File: src/rtl/phcmp_pkg.sv
// Shared types for the three-state phase comparator.
package phcmp_pkg;

    // Comparison phase: idle, one side ahead, or both flags low together.
    typedef enum logic [1:0] {
        PH_IDLE  = 2'd0,
        PH_VLEAD = 2'd1,
        PH_RLEAD = 2'd2,
        PH_COIN  = 2'd3
    } ph_state_t;

endpackage

File: src/rtl/phcmp_arbiter.sv
// Decides which strobe arrived first and times the coincident pulse.
// Assumes strobes are one clock wide and synchronous to clk.
// Strobes seen during the coincident window are discarded.
module phcmp_arbiter
    import phcmp_pkg::*;
#(
    parameter int MIN_W = 2
) (
    input  logic      clk,
    input  logic      rst_n,
    input  logic      ref_pulse,
    input  logic      vco_pulse,
    output ph_state_t state,
    output ph_state_t state_nxt
);

    localparam int CW = $clog2(MIN_W + 1);
    localparam logic [CW-1:0] LAST = CW'(MIN_W - 1);

    logic [CW-1:0] coin_cnt;

    // Next-phase selection from the current phase and sampled strobes.
    always_comb begin
        state_nxt = state;
        unique case (state)
            PH_IDLE: begin
                if (ref_pulse && vco_pulse) state_nxt = PH_COIN;
                else if (vco_pulse)         state_nxt = PH_VLEAD;
                else if (ref_pulse)         state_nxt = PH_RLEAD;
            end
            PH_VLEAD: if (ref_pulse) state_nxt = PH_COIN;
            PH_RLEAD: if (vco_pulse) state_nxt = PH_COIN;
            PH_COIN:  if (coin_cnt == LAST) state_nxt = PH_IDLE;
            default:  state_nxt = PH_IDLE;
        endcase
    end

    // Phase register.
    always_ff @(posedge clk) begin
        if (!rst_n) state <= PH_IDLE;
        else        state <= state_nxt;
    end

    // Counts cycles spent in the coincident phase.
    always_ff @(posedge clk) begin
        if (!rst_n)                 coin_cnt <= '0;
        else if (state == PH_COIN)  coin_cnt <= coin_cnt + 1'b1;
        else                        coin_cnt <= '0;
    end

endmodule

File: src/rtl/phcmp_drive.sv
// Maps the comparison phase onto the double-ended flags and the
// single-ended error output (drive enable plus level).
// Purely combinational; assumes a registered phase input.
module phcmp_drive
    import phcmp_pkg::*;
(
    input  ph_state_t state,
    output logic      err_vco_n,
    output logic      err_ref_n,
    output logic      se_oe,
    output logic      se_level
);

    // Flag and single-ended decode.
    always_comb begin
        err_vco_n = !(state == PH_VLEAD || state == PH_COIN);
        err_ref_n = !(state == PH_RLEAD || state == PH_COIN);
        se_oe     = (state == PH_VLEAD) || (state == PH_RLEAD);
        se_level  = (state == PH_RLEAD);
    end

endmodule

File: src/rtl/phcmp_lock.sv
// Lock flag: low while one side leads, high otherwise, low in reset.
// Registered from the next phase, so it aligns with the flags.
module phcmp_lock
    import phcmp_pkg::*;
(
    input  logic      clk,
    input  logic      rst_n,
    input  ph_state_t state_nxt,
    output logic      lock
);

    // Lock register update.
    always_ff @(posedge clk) begin
        if (!rst_n) lock <= 1'b0;
        else        lock <= !(state_nxt == PH_VLEAD || state_nxt == PH_RLEAD);
    end

endmodule

File: src/rtl/tri_state_phase_detector.sv
// Top of the three-state phase comparator.
// It compares reference and oscillator edge strobes and reports the
// lead, lag or coincidence through two active-low flags, a
// single-ended error output and a lock flag.
// Assumes one-clock strobes synchronous to clk.
module tri_state_phase_detector
    import phcmp_pkg::*;
#(
    parameter int MIN_W = 2
) (
    input  logic clk,
    input  logic rst_n,
    input  logic ref_pulse,
    input  logic vco_pulse,
    output logic err_vco_n,
    output logic err_ref_n,
    output logic se_oe,
    output logic se_level,
    output logic lock
);

    ph_state_t state;
    ph_state_t state_nxt;

    phcmp_arbiter #(.MIN_W(MIN_W)) arb_i (
        .clk       (clk),
        .rst_n     (rst_n),
        .ref_pulse (ref_pulse),
        .vco_pulse (vco_pulse),
        .state     (state),
        .state_nxt (state_nxt)
    );

    phcmp_drive drv_i (
        .state     (state),
        .err_vco_n (err_vco_n),
        .err_ref_n (err_ref_n),
        .se_oe     (se_oe),
        .se_level  (se_level)
    );

    phcmp_lock lck_i (
        .clk       (clk),
        .rst_n     (rst_n),
        .state_nxt (state_nxt),
        .lock      (lock)
    );

endmodule

File: config.mk
export PLATFORM = sky130hd
export DESIGN_NAME = tri_state_phase_detector
export DESIGN_NICKNAME = d
export VERILOG_FILES = /design/src/rtl/phcmp_pkg.sv /design/src/rtl/phcmp_arbiter.sv /design/src/rtl/phcmp_drive.sv /design/src/rtl/phcmp_lock.sv /design/src/rtl/tri_state_phase_detector.sv
export SDC_FILE = /design/constraint.sdc
export NUM_CORES = 1
export LEC_CHECK = 0
export BUFFER_PORTS_ARGS = -buffer_cell sky130_fd_sc_hd__buf_2
export CAP_MARGIN = 5
export CORE_AREA = 3 3 40 42
export DETAILED_ROUTE_END_ITERATION = 16
export DIE_AREA = 0 0 43 45
export PLACE_DENSITY_LB_ADDON = 0.12
export SYNTH_ARGS = -nofsm -noshare
export SYNTH_HDL_FRONTEND = slang
export SYNTH_SLANG_ARGS = --single-unit
File: constraint.sdc
create_clock -name clk -period 1.75 [get_ports clk]
set_clock_uncertainty 0.15 [all_clocks]
set_input_delay 0.2625 -clock clk [delete_from_list [all_inputs] [get_ports clk]]
set_output_delay 0.2625 -clock clk [all_outputs]
set_load 0.02 [all_outputs]
==> run_summary.xml <==
<?xml version="1.0" encoding="UTF-8"?>
<metrics>
  <group name="floorplanning">
    <metric name="die-width" unit="µm">43</metric>
    <metric name="row_count" unit="">13</metric>
    <metric name="die_height" unit="µm">45</metric>
    <metric name="num_io_pins" unit="">9</metric>
    <metric name="fp.dieArea" unit="mm²">0.00194</metric>
    <metric name="core_area" unit="mm²">0.00128</metric>
    <metric name="initial_utilization" unit="%">27.7</metric>
  </group>
  <group name="layout">
    <metric name="layoutNonFillerInstCount" unit="">79</metric>
    <metric name="mostFrequentLayoutCells" unit="">sky130_fd_sc_hd__buf_4, sky130_fd_sc_hd__buf_2, sky130_fd_sc_hd__ha_1</metric>
    <metric name="drive_gt1_share" unit="%">53.1</metric>
    <metric name="areaGrowthSynthToFinish" unit="%">65.5</metric>
    <metric name="antenna_cells_inserted" unit="">0</metric>
    <metric name="layout_commonest_cell" unit="">sky130_fd_sc_hd__buf_4</metric>
    <metric name="design.final.nets" unit="">76</metric>
  </group>
  <group name="detailed_routing">
    <metric name="postRouteAntennaNets" unit="">0</metric>
    <metric name="routed_wl" unit="µm">982</metric>
    <metric name="via_count" unit="">385</metric>
    <metric name="wl_per_instance" unit="µm">12.4</metric>
    <metric name="dr.first_iter.drc_count" unit="">4</metric>
    <metric name="drt_pre_antenna_iters" unit="">4</metric>
    <metric name="drt_drc_violations_left" unit="">0</metric>
    <metric name="routed_via_count_divided_by_cell_count" unit="">4.87</metric>
  </group>
  <group name="clocking">
    <metric name="cts.clk_slew.worst_paths" unit="ns">0.05</metric>
    <metric name="ctsHoldBuffers" unit="">0</metric>
    <metric name="clk_root_buffer_cell" unit="">sky130_fd_sc_hd__clkbuf_4</metric>
    <metric name="worst_skew_pair.late_latency" unit="ns">0.25</metric>
    <metric name="clockBufferDepth" unit="">2</metric>
    <metric name="cts_sinks" unit="">5</metric>
    <metric name="cts_tree" unit="">built</metric>
    <metric name="clock_tree.htree_level_count" unit="">1</metric>
    <metric name="cts_inserted_buffers" unit="">3</metric>
  </group>
  <group name="power_and_ir_drop">
    <metric name="power.leakage" unit="µW">0.000272</metric>
    <metric name="power-per-cell-area" unit="mW/mm²">1090</metric>
    <metric name="ir_worst_vdd" unit="V">0.000472</metric>
    <metric name="final_total_pwr" unit="µW">638</metric>
  </group>
  <group name="worst_setup_path">
    <metric name="endpoint" unit="">lck_i.lock</metric>
    <metric name="length_in_cells_of_the_worst_reg_to_reg_path" unit="">5</metric>
    <metric name="startpoint_type" unit="">register</metric>
    <metric name="worstPathArrival" unit="ns">1.73</metric>
    <metric name="regToRegEndpoint" unit="">lck_i.lock</metric>
    <metric name="startpoint" unit="">arb_i.state[0]</metric>
    <metric name="r2r_setup_slack" unit="ns">-0.004</metric>
    <metric name="crit_path_max_fanout" unit="">6</metric>
    <metric name="r2r-start" unit="">arb_i.state[0]</metric>
    <metric name="timing.setup.critical_path_class" unit="">register to register</metric>
    <metric name="cp.required" unit="ns">1.73</metric>
    <metric name="endpoint_kind" unit="">register</metric>
  </group>
  <group name="logic_synthesis">
    <metric name="syn-mean-instance-area" unit="µm²">8.88</metric>
    <metric name="synth_cell_area" unit="µm²">355</metric>
    <metric name="synthFlopType" unit="">sky130_fd_sc_hd__dfxtp_1</metric>
    <metric name="synthArstFlopShare" unit="%">0</metric>
    <metric name="postSynthNetCount" unit="">51</metric>
    <metric name="post_synthesis_sequential_element_count" unit="">5</metric>
    <metric name="synth-seq-area-share" unit="%">28.2</metric>
    <metric name="yosysWarningCount" unit="">0</metric>
    <metric name="synth_enable_flop_cells" unit="">0</metric>
    <metric name="syn_inst" unit="">40</metric>
    <metric name="yosysUniqueCellTypes" unit="">19</metric>
  </group>
  <group name="global_routing">
    <metric name="antenna_found_initial" unit="">0</metric>
    <metric name="grt_start_max_net_pins" unit="">7</metric>
    <metric name="grt_pass1_wl" unit="µm">1750</metric>
    <metric name="grtUsageTotal" unit="%">12.9</metric>
    <metric name="vias_in_the_first_global_route" unit="">417</metric>
    <metric name="globalRoute.totalOverflow" unit="">0</metric>
  </group>
  <group name="place">
    <metric name="dpl.hpwl" unit="µm">795</metric>
    <metric name="dp.cells" unit="">73</metric>
    <metric name="gp_routability_congestion" unit="">0.775</metric>
    <metric name="place.port_buffers" unit="">8</metric>
  </group>
  <group name="timing">
    <metric name="finalSetupViolations" unit="">1</metric>
    <metric name="fmax" unit="MHz">570</metric>
    <metric name="timing.final.hold_violations" unit="">0</metric>
    <metric name="slew_violations" unit="">0</metric>
    <metric name="rsz_0062_raised_after_global_routing" unit="">yes</metric>
    <metric name="final_critical_path_setup_slack" unit="ns">-0.00355</metric>
    <metric name="worstMarginPinSlew" unit="ns">0.296</metric>
    <metric name="period_needed" unit="ns">1.75</metric>
    <metric name="worst_slew_margin_rel" unit="%">80.1</metric>
    <metric name="final_cycle_share" unit="%">100</metric>
  </group>
  <group name="status">
    <metric name="status" unit="">complete, but fails checks</metric>
    <metric name="violations" unit="">negative setup slack</metric>
  </group>
  <group name="run">
    <metric name="max_cap_check_violation_count" unit="">0</metric>
  </group>
  <group name="worst_hold_path">
    <metric name="hold_path_class" unit="">input pin to register</metric>
  </group>
</metrics>
## registers in the layout, summed over array words and instances (netlist names)
signal,count
lck_i.lock,1
arb_i.state,2
arb_i.coin_cnt,2
## stage by stage
stage	setup TNS (ns)	area [µm²]	util, %	setup WS [ns]	hold slack, ns
global placement	-0.0481	522	40.6	-0.0481	0.256
CTS	-0.0205	578	45.0	-0.0205	0.140
finish	-0.00355	588	45.8	-0.00355	0.152
global route	-0.0669	588	45.8	-0.0669	0.139
detailed placement	-0.0631	522	40.6	-0.0631	0.271
floorplan	0	388	-	0.00108	0.247
## layout make-up
type	count	area [µm²]
repair buffers	20	133
clock buffers	4	26.3
well taps	15	18.8
fillers	131	697
flip-flops and latches	5	108
inverters	4	17.5
multi-input cells	31	285
## timing repair
action                                  in CTS  in global routing
gates cloned                                 0                  0
resized for setup                            5                  3
endpoints found under the setup margin       1                  2
setup buffers                                2                  0
pin swaps                                    4                  1
## per-layer routing
metal | GRT usage, % | wire length [µm] | vias to the layer above
met1 | 12.5 | 420 | 181
li1 | - | - | 193
met5 | 0 | 0 | -
met2 | 22.2 | 511 | 9
met3 | 6.77 | 37 | 2
met4 | 7.23 | 12 | 0
## cell families (layout without fill, tap and decap cells)
logic type	after synthesis	after routing	synth area share, %
simple gates	18	18	29.2
buf+inv	4	28	4.22
fa+ha+maj	7	7	24.6
flops	5	5	28.2
compound gates	6	6	13.7
## power breakdown
part | leakage, µW | switching (µW) | total [µW] | internal [µW]
clock network | 0.0000150 | 49.5 | 136 | 86.4
logic | 0.000215 | 172 | 347 | 174
registers | 0.0000423 | 20.6 | 156 | 135
## how the worst min path moves through the flow
stage	cells after the start	start	slack (ns)	endpoint
2_1_floorplan	1	arb_i.coin_cnt[0]	0.25	arb_i.coin_cnt[0]
3_3_place_gp	1	arb_i.coin_cnt[0]	0.26	arb_i.coin_cnt[0]
3_5_place_dp	1	arb_i.coin_cnt[0]	0.27	arb_i.coin_cnt[0]
4_1_cts	3	rst_n	0.14	arb_i.coin_cnt[1]
5_1_grt	3	rst_n	0.14	arb_i.coin_cnt[0]
6_report	3	rst_n	0.15	arb_i.coin_cnt[1]
## critical path, cell delays in order, from the launching register on
cell and delay, ns:
sky130_fd_sc_hd__dfxtp_4 0.37, sky130_fd_sc_hd__ha_2 0.19, sky130_fd_sc_hd__and3b_1 0.18, sky130_fd_sc_hd__or4_4 0.42, sky130_fd_sc_hd__a221oi_2 0.25, sky130_fd_sc_hd__nor3b_1 0.07
## synth_stat cells (all sizes together), types with 2 or more instances
| master | number | area share (%) |
|---|---|---|
| a221oi | 2 | 4.9 |
| and3 | 2 | 3.5 |
| dfxtp | 5 | 28 |
| ha | 7 | 25 |
| inv | 4 | 4.2 |
| nand2 | 2 | 2.1 |
| nand3b | 2 | 4.2 |
| nor2 | 4 | 4.2 |
| nor3 | 2 | 2.8 |
Power figures use the tool's default switching activity.
